==> src/rtl/present_pkg.sv <==
package present_pkg;
  localparam int BLOCK_BITS = 64;
  localparam int KEY_BITS   = 80;
  localparam int PORT_BITS  = 16;
  localparam int NUM_ROUNDS = 31;
  localparam int RCON_BITS  = 5;
  localparam int RCON_LSB   = 15;
  localparam int KEY_ROT    = 61;
endpackage

==> src/rtl/present_sbox4.sv <==
module present_sbox4 (
  input  logic [3:0] nib_i,
  output logic [3:0] nib_o
);
  always_comb begin
    case (nib_i)
      4'h0: nib_o = 4'hC;
      4'h1: nib_o = 4'h5;
      4'h2: nib_o = 4'h6;
      4'h3: nib_o = 4'hB;
      4'h4: nib_o = 4'h9;
      4'h5: nib_o = 4'h0;
      4'h6: nib_o = 4'hA;
      4'h7: nib_o = 4'hD;
      4'h8: nib_o = 4'h3;
      4'h9: nib_o = 4'hE;
      4'hA: nib_o = 4'hF;
      4'hB: nib_o = 4'h8;
      4'hC: nib_o = 4'h4;
      4'hD: nib_o = 4'h7;
      4'hE: nib_o = 4'h1;
      default: nib_o = 4'h2;
    endcase
  end
endmodule

==> src/rtl/present_round.sv <==
module present_round #(
  parameter int BLK_W = present_pkg::BLOCK_BITS
) (
  input  logic [BLK_W-1:0] state_i,
  input  logic [BLK_W-1:0] rkey_i,
  output logic [BLK_W-1:0] state_o
);
  localparam int NIBS = BLK_W / 4;

  logic [BLK_W-1:0] mixed;
  logic [BLK_W-1:0] subbed;

  assign mixed = state_i ^ rkey_i;

  for (genvar g = 0; g < NIBS; g++) begin : g_sub
    present_sbox4 u_sb (
      .nib_i (mixed[4*g +: 4]),
      .nib_o (subbed[4*g +: 4])
    );
  end

  // Bit b moves to b*NIBS mod (BLK_W-1); the top bit keeps its place.
  for (genvar b = 0; b < BLK_W; b++) begin : g_perm
    localparam int DST = (b == BLK_W - 1) ? b : (b * NIBS) % (BLK_W - 1);
    assign state_o[DST] = subbed[b];
  end
endmodule

==> src/rtl/present_keyupd.sv <==
module present_keyupd #(
  parameter int KEY_W  = present_pkg::KEY_BITS,
  parameter int RC_W   = present_pkg::RCON_BITS,
  parameter int RC_LSB = present_pkg::RCON_LSB,
  parameter int ROT    = present_pkg::KEY_ROT
) (
  input  logic [KEY_W-1:0] key_i,
  input  logic [RC_W-1:0]  rc_i,
  output logic [KEY_W-1:0] key_o
);
  logic [KEY_W-1:0] rotated;
  logic [3:0]       top_sub;

  assign rotated = {key_i[KEY_W-1-ROT:0], key_i[KEY_W-1:KEY_W-ROT]};

  present_sbox4 u_ksb (
    .nib_i (rotated[KEY_W-1 -: 4]),
    .nib_o (top_sub)
  );

  always_comb begin
    key_o                  = rotated;
    key_o[KEY_W-1 -: 4]    = top_sub;
    key_o[RC_LSB +: RC_W]  = rotated[RC_LSB +: RC_W] ^ rc_i;
  end
endmodule

==> src/rtl/present_outser.sv <==
module present_outser #(
  parameter int BLK_W  = present_pkg::BLOCK_BITS,
  parameter int WORD_W = present_pkg::PORT_BITS
) (
  input  logic              clk,
  input  logic              rst_n,
  input  logic              load_i,
  input  logic [BLK_W-1:0]  blk_i,
  output logic              valid_o,
  output logic [WORD_W-1:0] data_o
);
  localparam int NWORDS = BLK_W / WORD_W;
  localparam int CNT_W  = $clog2(NWORDS + 1);

  logic [BLK_W-1:0]  sh_q, sh_d;
  logic [CNT_W-1:0]  cnt_q, cnt_d;
  logic              vld_q, vld_d;
  logic [WORD_W-1:0] dat_q, dat_d;

  always_comb begin
    sh_d  = sh_q;
    cnt_d = cnt_q;
    vld_d = 1'b0;
    dat_d = dat_q;
    if (cnt_q != '0) begin
      vld_d = 1'b1;
      dat_d = sh_q[BLK_W-1 -: WORD_W];
      sh_d  = sh_q << WORD_W;
      cnt_d = cnt_q - 1'b1;
    end
    if (load_i) begin
      sh_d  = blk_i;
      cnt_d = CNT_W'(NWORDS);
    end
  end

  always_ff @(posedge clk or negedge rst_n) begin
    if (!rst_n) begin
      sh_q  <= '0;
      cnt_q <= '0;
      vld_q <= 1'b0;
      dat_q <= '0;
    end else begin
      sh_q  <= sh_d;
      cnt_q <= cnt_d;
      vld_q <= vld_d;
      dat_q <= dat_d;
    end
  end

  assign valid_o = vld_q;
  assign data_o  = dat_q;

  // a burst keeps going while words remain
  a_r4_burst_continues: assert property (@(posedge clk) disable iff (!rst_n)
    (vld_q && cnt_q != '0) |=> vld_q);

  // the first word appears two edges after the handoff
  a_r5_first_word_timing: assert property (@(posedge clk) disable iff (!rst_n)
    $rose(vld_q) |-> $past(load_i, 2));
endmodule

==> src/rtl/present80_enc.sv <==
module present80_enc #(
  parameter int BLK_W  = present_pkg::BLOCK_BITS,
  parameter int KEY_W  = present_pkg::KEY_BITS,
  parameter int WORD_W = present_pkg::PORT_BITS,
  parameter int ROUNDS = present_pkg::NUM_ROUNDS,
  parameter int RC_W   = present_pkg::RCON_BITS
) (
  input  logic              clk,
  input  logic              rst_n,
  input  logic              in_valid,
  input  logic              in_start,
  input  logic [WORD_W-1:0] in_data,
  input  logic              key_load,
  input  logic [KEY_W-1:0]  key_in,
  output logic              out_valid,
  output logic [WORD_W-1:0] out_data
);
  localparam int NWORDS = BLK_W / WORD_W;
  localparam int IDX_W  = $clog2(NWORDS);
  localparam int BUF_W  = BLK_W - WORD_W;
  localparam int RND_W  = $clog2(ROUNDS + 2);
  localparam logic [IDX_W-1:0] LAST_IDX  = IDX_W'(NWORDS - 1);
  localparam logic [RND_W-1:0] LAST_RND  = RND_W'(ROUNDS);
  localparam logic [RND_W-1:0] FINAL_RND = RND_W'(ROUNDS + 1);

  // port side
  logic              accept, last_word;
  logic [IDX_W-1:0]  widx;
  logic [IDX_W-1:0]  pcnt_q, pcnt_d;
  logic              lock_q, lock_d;
  logic [KEY_W-1:0]  kstore_q, kstore_d;
  // registered input stage
  logic              inq_v_q, inq_last_q;
  logic [WORD_W-1:0] inq_dat_q, inq_dat_d;
  logic [BUF_W-1:0]  buf_q, buf_d;
  // datapath
  logic              start_blk, round_en, done;
  logic [BLK_W-1:0]  state_q, state_d, round_out, cipher;
  logic [KEY_W-1:0]  wkey_q, wkey_d, key_next;
  logic              run_q, run_d;
  logic [RND_W-1:0]  rnd_q, rnd_d;

  // ---------------- input acceptance ----------------
  always_comb begin
    accept    = in_valid && !lock_q;
    widx      = in_start ? '0 : pcnt_q;
    last_word = accept && (widx == LAST_IDX);
    pcnt_d    = accept ? IDX_W'(widx + 1'b1) : pcnt_q;
    kstore_d  = key_load ? key_in : kstore_q;
    inq_dat_d = accept ? in_data : inq_dat_q;
    if (last_word)  lock_d = 1'b1;
    else if (done)  lock_d = 1'b0;
    else            lock_d = lock_q;
  end

  // ---------------- word assembly ----------------
  always_comb begin
    buf_d     = inq_v_q ? {buf_q[BUF_W-WORD_W-1:0], inq_dat_q} : buf_q;
    start_blk = inq_v_q && inq_last_q;
  end

  // ---------------- round engine ----------------
  present_round #(.BLK_W(BLK_W)) u_round (
    .state_i (state_q),
    .rkey_i  (wkey_q[KEY_W-1 -: BLK_W]),
    .state_o (round_out)
  );

  present_keyupd #(.KEY_W(KEY_W), .RC_W(RC_W)) u_kupd (
    .key_i (wkey_q),
    .rc_i  (rnd_q[RC_W-1:0]),
    .key_o (key_next)
  );

  always_comb begin
    round_en = run_q && (rnd_q <= LAST_RND);
    done     = run_q && (rnd_q == FINAL_RND);
    cipher   = state_q ^ wkey_q[KEY_W-1 -: BLK_W];

    state_d = state_q;
    if (start_blk)     state_d = {buf_q, inq_dat_q};
    else if (round_en) state_d = round_out;

    wkey_d = wkey_q;
    if (last_word)     wkey_d = key_load ? key_in : kstore_q;
    else if (round_en) wkey_d = key_next;

    run_d = run_q;
    rnd_d = rnd_q;
    if (start_blk) begin
      run_d = 1'b1;
      rnd_d = RND_W'(1);
    end else if (round_en) begin
      rnd_d = rnd_q + 1'b1;
    end else if (done) begin
      run_d = 1'b0;
      rnd_d = '0;
    end
  end

  always_ff @(posedge clk or negedge rst_n) begin
    if (!rst_n) begin
      pcnt_q     <= '0;
      lock_q     <= 1'b0;
      kstore_q   <= '0;
      inq_v_q    <= 1'b0;
      inq_last_q <= 1'b0;
      inq_dat_q  <= '0;
      buf_q      <= '0;
      state_q    <= '0;
      wkey_q     <= '0;
      run_q      <= 1'b0;
      rnd_q      <= '0;
    end else begin
      pcnt_q     <= pcnt_d;
      lock_q     <= lock_d;
      kstore_q   <= kstore_d;
      inq_v_q    <= accept;
      inq_last_q <= last_word;
      inq_dat_q  <= inq_dat_d;
      buf_q      <= buf_d;
      state_q    <= state_d;
      wkey_q     <= wkey_d;
      run_q      <= run_d;
      rnd_q      <= rnd_d;
    end
  end

  // ---------------- output serialiser ----------------
  present_outser #(.BLK_W(BLK_W), .WORD_W(WORD_W)) u_out (
    .clk     (clk),
    .rst_n   (rst_n),
    .load_i  (done),
    .blk_i   (cipher),
    .valid_o (out_valid),
    .data_o  (out_data)
  );

  // the round engine only runs while the port is locked
  a_r7_lock_covers_run: assert property (@(posedge clk) disable iff (!rst_n)
    run_q |-> lock_q);

  // the lock engages only after a valid word at the port
  a_r3_lock_after_word: assert property (@(posedge clk) disable iff (!rst_n)
    $rose(lock_q) |-> $past(in_valid));

  // every block starts at round one, from the registered last word
  a_r2_round_start: assert property (@(posedge clk) disable iff (!rst_n)
    $rose(run_q) |-> (rnd_q == RND_W'(1)) && $past(inq_last_q));

  // the port unlocks the cycle after the ciphertext handoff
  a_r6_unlock_after_done: assert property (@(posedge clk) disable iff (!rst_n)
    $fell(lock_q) |-> !run_q && $past(run_q));
endmodule

==> config.mk <==
export PLATFORM = sky130hd
export DESIGN_NAME = present80_enc
export DESIGN_NICKNAME = d
export VERILOG_FILES = /design/src/rtl/present_pkg.sv /design/src/rtl/present_sbox4.sv /design/src/rtl/present_round.sv /design/src/rtl/present_keyupd.sv /design/src/rtl/present_outser.sv /design/src/rtl/present80_enc.sv
export SDC_FILE = /design/constraint.sdc
export NUM_CORES = 1
export LEC_CHECK = 0
export ABC_AREA = 1
export ABC_CLOCK_PERIOD_IN_PS = 2200
export BUFFER_PORTS_ARGS = -buffer_cell sky130_fd_sc_hd__clkbuf_2
export CAP_MARGIN = 20
export CORE_MARGIN = 1
export CORE_UTILIZATION = 35
export CTS_CLUSTER_SIZE = 10
export DETAILED_ROUTE_END_ITERATION = 10
export PLACE_DENSITY_LB_ADDON = 0.05
export SYNTH_ARGS = -nofsm -noshare
export SYNTH_HDL_FRONTEND = slang
export SYNTH_SLANG_ARGS = --single-unit
==> constraint.sdc <==
create_clock -name clk -period 2.2 [get_ports clk]
set_input_delay 0.11 -clock clk [delete_from_list [all_inputs] [get_ports clk]]
set_output_delay 0.11 -clock clk [all_outputs]
set_load 0.05 [all_outputs]
# ---- After elaboration in Yosys (flattened, before gate mapping)
# Memories as Yosys holds them, arrays and structs flattened.
# Cells that the tools add are included.
dict set report op_classes {
  addsub 3
  n_lt_le_gt_ge 1
  eq_ne 3
  muxes 18
  bitwise 2
  reduce_logical 14
}
# cell count
set op_table {}
lappend op_table {{$mux W64} 4}
lappend op_table {{$mux W80} 3}
lappend op_table {{$xor A64 B64 Y64} 1}
lappend op_table {{$mux W6} 3}
lappend op_table {{$reduce_bool A2 Y1} 5}
lappend op_table {{$add A6 B1 Y6 const B} 1}
lappend op_table {{$eq A6 B6 Y1 const B} 1}
lappend op_table {{$le A6 B5 Y1 const B} 1}
lappend op_table {{$mux W3} 2}
lappend op_table {{$reduce_bool A3 Y1} 2}
lappend op_table {{$logic_and A1 B1 Y1} 5}
lappend op_table {{$mux W1} 5}
lappend op_table {{$xor A5 B5 Y5} 1}
lappend op_table {{$sub A3 B1 Y3 const B} 1}
lappend op_table {{$add A2 B1 Y2 const B} 1}
lappend op_table {{$eq A2 B2 Y1 const B} 1}
lappend op_table {{$mux W2} 1}
lappend op_table {{$ne A2 B2 Y1 const B} 1}
lappend op_table {{$reduce_and A2 Y1} 1}
lappend op_table {{$logic_not A1 Y1} 1}
dict set report totals {
  register_bits 384
  mem_bits_ro 1088
  input_bits 101
  output_inout_bits 17
  mem_count 17
}
# name words width read_ports rd_ports_with_merged_regs write_ports line
set memory_table {}
lappend memory_table {{(name not given)} 16 4 1 0 0 present_sbox4.sv:6} ;# case (nib_i)
lappend memory_table {{(name not given)} 16 4 1 0 0 present_sbox4.sv:6}
lappend memory_table {{(name not given)} 16 4 1 0 0 present_sbox4.sv:6}
lappend memory_table {{(name not given)} 16 4 1 0 0 present_sbox4.sv:6}
lappend memory_table {{(name not given)} 16 4 1 0 0 present_sbox4.sv:6}
lappend memory_table {{(name not given)} 16 4 1 0 0 present_sbox4.sv:6}
lappend memory_table {{+11 memories} n/a n/a n/a n/a n/a n/a}

# ---- Depth between registers and ports, before layout
dict set report logic_depth {
  ltp_word 5
  mapped_depth 12
}

# ---- By module
# From an unflattened synthesis, not the netlist that was laid out.
dict set report unflattened {
  cells_unflattened 3103
  area_unflattened_um2 22520.3
}
# module n_inst cells_each area_each_um2
set by_module_without_submodules {}
lappend by_module_without_submodules {present80_enc 1 1481 13095.1}
lappend by_module_without_submodules {present_outser 1 510 3917.5}
lappend by_module_without_submodules {{present_sbox4 (u_round.g_sub[0].u_sb ...)} 16 41 216.5}
lappend by_module_without_submodules {present_round 1 320 1201.2}
lappend by_module_without_submodules {present_keyupd 1 96 626.9}
lappend by_module_without_submodules {{present_sbox4 (u_kupd.u_ksb)} 1 40 216.5}

# ---- Worst setup path after synthesis
# Ideal clock, no wire load.
dict set report synth_path {
  kind {register to register}
  from {register rnd_q[0]}
  to {register u_out.sh_q[13]}
  arrival_ns 1.386
  required_ns 2.065
  path_slack_ns 0.679
  path_stages_with_launch 11
  path_cell_list {dfrtp_1 inv_1 ha_1 inv_1 nor2_1 nand4_2 nand2_1 inv_2 buf_4 nand2_1 o21ai_0}
}
dict set report synth_via {
  elab_chain_len 3
  elab_cells_between_ends 4
  classes_between {eq/ne (1); mux (1); reduce/logical (2)}
}
# element line
set synth_rtl {}
lappend synth_rtl {{from (decl)} present80_enc.sv:41} ;# logic [RND_W-1:0] rnd_q, rnd_d;
lappend synth_rtl {{from (signal assigned)} present80_enc.sv:125} ;# rnd_q <= rnd_d;
lappend synth_rtl {{$eq A6 B6 Y1 (*)} present80_enc.sv:77} ;# done = run_q && (rnd_q == FINAL_RND);
lappend synth_rtl {{$logic_and A1 B1 Y1 (*)} present80_enc.sv:77}
lappend synth_rtl {{$mux W64 / $reduce_bool A2 Y1 (equally long branches)} n/a}
lappend synth_rtl {{to (signal assigned)} present_outser.sv:39} ;# sh_q <= '0;
lappend synth_rtl {{to (signal assigned)} present_outser.sv:44} ;# sh_q <= sh_d;
lappend synth_rtl {{to (decl)} present_outser.sv:15} ;# logic [BLK_W-1:0] sh_q, sh_d;
# Every way passes the cells marked *; elsewhere a longest branch is shown, timed or not.
# A chain may end at the register's enable or synchronous reset.

# ---- Worst setup path in the final report
dict set report layout_path {
  from {register pcnt_q[0]}
  to {register wkey_q[69]}
}
dict set report layout_via {
  elab_chain_len 4
  elab_cells_between_ends 5
  classes_between {eq/ne (1); mux (2); reduce/logical (2)}
}
# element line
set layout_rtl {}
lappend layout_rtl {{from (decl)} present80_enc.sv:29} ;# logic [IDX_W-1:0] pcnt_q, pcnt_d;
lappend layout_rtl {{from (signal assigned)} present80_enc.sv:115} ;# pcnt_q <= pcnt_d;
lappend layout_rtl {{$mux W2 (*)} present80_enc.sv:46} ;# widx = in_start ? '0 : pcnt_q;
lappend layout_rtl {{$eq A2 B2 Y1 (*)} present80_enc.sv:47} ;# last_word = accept && (widx == LAST_IDX);
lappend layout_rtl {{$logic_and A1 B1 Y1 (*)} present80_enc.sv:47}
lappend layout_rtl {{$mux W80 / $reduce_bool A2 Y1 (equally long branches)} n/a}
lappend layout_rtl {{to (signal assigned)} present80_enc.sv:123} ;# wkey_q <= wkey_d;
lappend layout_rtl {{to (decl)} present80_enc.sv:39} ;# logic [KEY_W-1:0] wkey_q, wkey_d, key_next;
# Marked as above.

==> impl_metrics.py <==
metrics = {
    "clock_network": {
        "clock_path_buffers": 3,
        "clk_pin_slew_worst_paths_ns": 0.06,
        "cts_max_level": 2,
        "cts_num_sinks": 384,
        "cts-buffers-inserted": 48,
        "cts_tree": "done",
        "post_cts_buffers": 0,
        "cts-root-buf": "clkbuf_16",
        "clkLatencyLatePin_ns": 0.61,
    },
    "pwr": {
        "ir_drop_mv": 0.591,
        "power.internal_uw": 16000,
        "pwr-share-clk_pct": 28.2,
        "power_uw": 27300,
        "swShare_pct": 41.3,
        "pwr-share-comb_pct": 37.3,
        "powerDensity_nw_per_um2": 1110,
        "pwr-share-seq_pct": 34.5,
        "leakage_uw": 0.0123,
        "p_sw_uw": 11300,
    },
    "layout": {
        "fillers": 5894,
        "area_delta_synth_final_pct": 20.5,
        "final_nets": 3010,
        "final_cell_mix": "nand2_1, dfrtp_1, nand3_1",
        "drive_above_1_share_pct": 10.1,
        "layout_commonest_cell": "nand2_1",
    },
    "critical_path": {
        "crit_chain": "inv_1, nor2_1, ha_1, nand2_4, nand2_4, inv_4, nand2_1, nand3_1",
        "critPathKind": "reg -> reg",
        "required_ns": 2.71,
        "path_buf_inv": 2,
        "crit_arrival_ns": 2.50,
        "r2r-end": "wkey_q[69]",
        "cp_slowest_cell": "inv_4",
        "end_kind": "flop",
        "cp_slowest_stage_delay_ns": 0.45,
        "worstReg2RegStart": "pcnt_q[0]",
        "path_delay_family": "simple AND/OR/NAND/NOR gates",
        "reg2reg_depth": 8,
        "crit_fanout": 45,
        "cpMostUsedCell": "nand2_4",
        "rrSetupSlack_ns": 0.21,
        "cp-start-kind": "flop",
    },
    "synth": {
        "yosys_warnings": 0,
        "async_flop_share_pct": 100,
        "synth_area_um2": 20400,
        "syn_inst": 2594,
        "synthDistinctLibCells": 30,
        "synth_area_per_cell_um2": 7.85,
        "synth-main-ff-cell": "dfrtp_1",
        "synth_fp_nets": 2785,
        "ys_seq_area_share_pct": 47.2,
        "synth_edf_count": 0,
        "ys_seq_elements": 384,
    },
    "timing": {
        "slew_viol_final": 0,
        "min_period_over_period_pct": 90.5,
        "skew_ns": 0.0242,
        "post-route-min-period_ns": 1.99,
        "hold_viol": 0,
        "worst_pin_slew_ns": 1.09,
        "timing.final.ws_setup_ns": 0.209,
        "fmax_mhz": 502,
        "setup_viol": 0,
        "tns_ns": 0,
        "rsz0062_at_grt": "false",
        "slew_headroom_pct": 27.5,
    },
    "detailed_routing": {
        "drc": 0,
        "wl_per_cell_um": 19.8,
        "wirelength_um": 71400,
        "drt_iter0_markers": 1367,
        "ant_nets": 0,
        "drt-pass1-iter-count": 5,
        "vias": 17700,
        "vias_per_cell": 4.91,
    },
    "min_path": {
        "worstHoldPathCells": 3,
        "hold_path_end": "kstore_q[14]",
        "worstHoldStart": "key_load",
        "hold_class": "in -> reg",
    },
    "outcome": {
        "status": "complete, no violations",
    },
    "floorplan": {
        "die_w_um": 243,
        "die_area_um2": 59100,
        "core-area_um2": 57600,
        "ioPinCount": 118,
        "core.rowCount": 88,
        "start_util_pct": 35.4,
        "die_h_um": 243,
    },
    "place": {
        "place_congestion": 0.863,
        "io_buffers": 117,
        "dp_hpwl_um": 51700,
        "dp_worst_setup_slack_ns": 0.234,
    },
    "global_routing": {
        "antenna_found_initial": 2,
        "grt_pass1_vias": 17600,
        "overflow": 0,
        "grt_pass1_wl_um": 109000,
        "grtUsageTotal_pct": 24.5,
        "grt_max_degree": 97,
    },
    "run": {
        "cap_violations": 0,
    },
}
-- state kept, by name, summed over array words and instances (netlist names), 6 cells and up --
signal,count
rnd_q,6
kstore_q,80
inq_dat_q,16
u_out.sh_q,64
u_out.data_o,16
state_q,64
wkey_q,80
buf_q,48
-- worst max-delay path by stage --
| stage | slack, ns | cells past startpoint | end | startpoint |
|---|---|---|---|---|
| final | 0.21 | 8 | wkey_q[69] | pcnt_q[0] |
| after global routing | 0.09 | 8 | wkey_q[69] | pcnt_q[0] |
| after CTS | 0.21 | 8 | wkey_q[69] | pcnt_q[0] |
| after detailed placement | 0.23 | 8 | wkey_q[65] | pcnt_q[0] |
| after global placement | 0.25 | 8 | wkey_q[69] | pcnt_q[0] |
| after floorplan | 0.68 | 10 | u_out.sh_q[13] | rnd_q[0] |
-- timing repair --
| item | CTS | global route |
|---|---|---|
| hold endpoints to repair | 547 | 0 |
| gates resized for setup | 0 | 0 |
| hold buffers | 98 | 0 |
-- cell type report --
class	instances	area, µm²	area share (%)
sequential	384	9610	39.2
antenna	1	2.50	0.0102
timing repair buffer	284	2270	9.26
multi-input combinational	1779	8980	36.6
clock inverter	8	120	0.490
tap	765	957	3.90
clock buffer	69	1380	5.63
inverter	322	1210	4.95
-- cells by family (layout without fill, tap and decap cells) --
family	Yosys count	in the layout	synth area share [%]
other cells	0	1	0
compound gates	299	299	8.40
simple gates	1311	1311	26.5
buf+inv	431	683	8.77
flops	384	384	47.2
xor+xnor	65	65	2.80
fa+ha+maj	90	90	5.53
mux	14	14	0.774
-- worst register-to-register path, cell delays in order, from the launching register on --
cell and delay, ns:
dfrtp_1 0.37, inv_1 0.05, nor2_1 0.05, ha_1 0.22, nand2_4 0.26, nand2_4 0.22
inv_4 0.45, nand2_1 0.12, nand3_1 0.17
-- synthesized netlist by cell type (3+ instances only) --
| library cell | number | area [µm²] |
|---|---|---|
| o21ai_1 | 20 | 100 |
| o22ai_1 | 35 | 219 |
| buf_6 | 4 | 45.0 |
| o211ai_1 | 66 | 495 |
| dfrtp_1 | 384 | 9610 |
| xnor2_1 | 32 | 280 |
| ha_1 | 90 | 1130 |
| mux2_2 | 14 | 158 |
| nand2_4 | 3 | 33.8 |
| nor2_1 | 24 | 90.1 |
| o21ai_0 | 174 | 871 |
| buf_4 | 20 | 150 |
| inv_1 | 314 | 1180 |
| nand2_1 | 956 | 3590 |
| buf_2 | 47 | 235 |
| clkbuf_1 | 38 | 143 |
| inv_2 | 6 | 22.5 |
| xor2_1 | 33 | 289 |
| nand3_1 | 319 | 1600 |
-- routing by layer --
metal | GRT usage [%] | share of wire (%) | vias up
met5 | 0 | 0.018 | -
met4 | 7.57 | 2.5 | 2
met3 | 2.65 | 4.2 | 88
met2 | 39.3 | 46 | 389
met1 | 34.6 | 47 | 8577
li1 | - | - | 8668
-- stage by stage --
stage | hold slack (ns) | std cells | utilization [%] | cell area (µm²)
after floorplan | -0.186 | 2594 | - | 20400
after detailed placement | 0.0907 | 3436 | 38.3 | 22000
final | 0.0408 | 3612 | 42.6 | 24500
after global routing | 0.0621 | 3611 | 42.6 | 24500
after global placement | 0.0952 | 3436 | 38.3 | 22000
after CTS | 0.0174 | 3611 | 42.6 | 24500
-- power groups by stage --
| stage | registers (µW) | logic, µW | clock network (µW) |
|---|---|---|---|
| 3_5_place_dp | 9490 | 9940 | 0 |
| 2_1_floorplan | 8920 | 6900 | 0 |
| 6_report | 9410 | 10200 | 7700 |
| 4_1_cts | 9380 | 10200 | 7900 |
| 3_3_place_gp | 9480 | 9870 | 0 |
| 5_1_grt | 9520 | 11600 | 8180 |
Note: power is estimated with default switching activity, not from simulation.
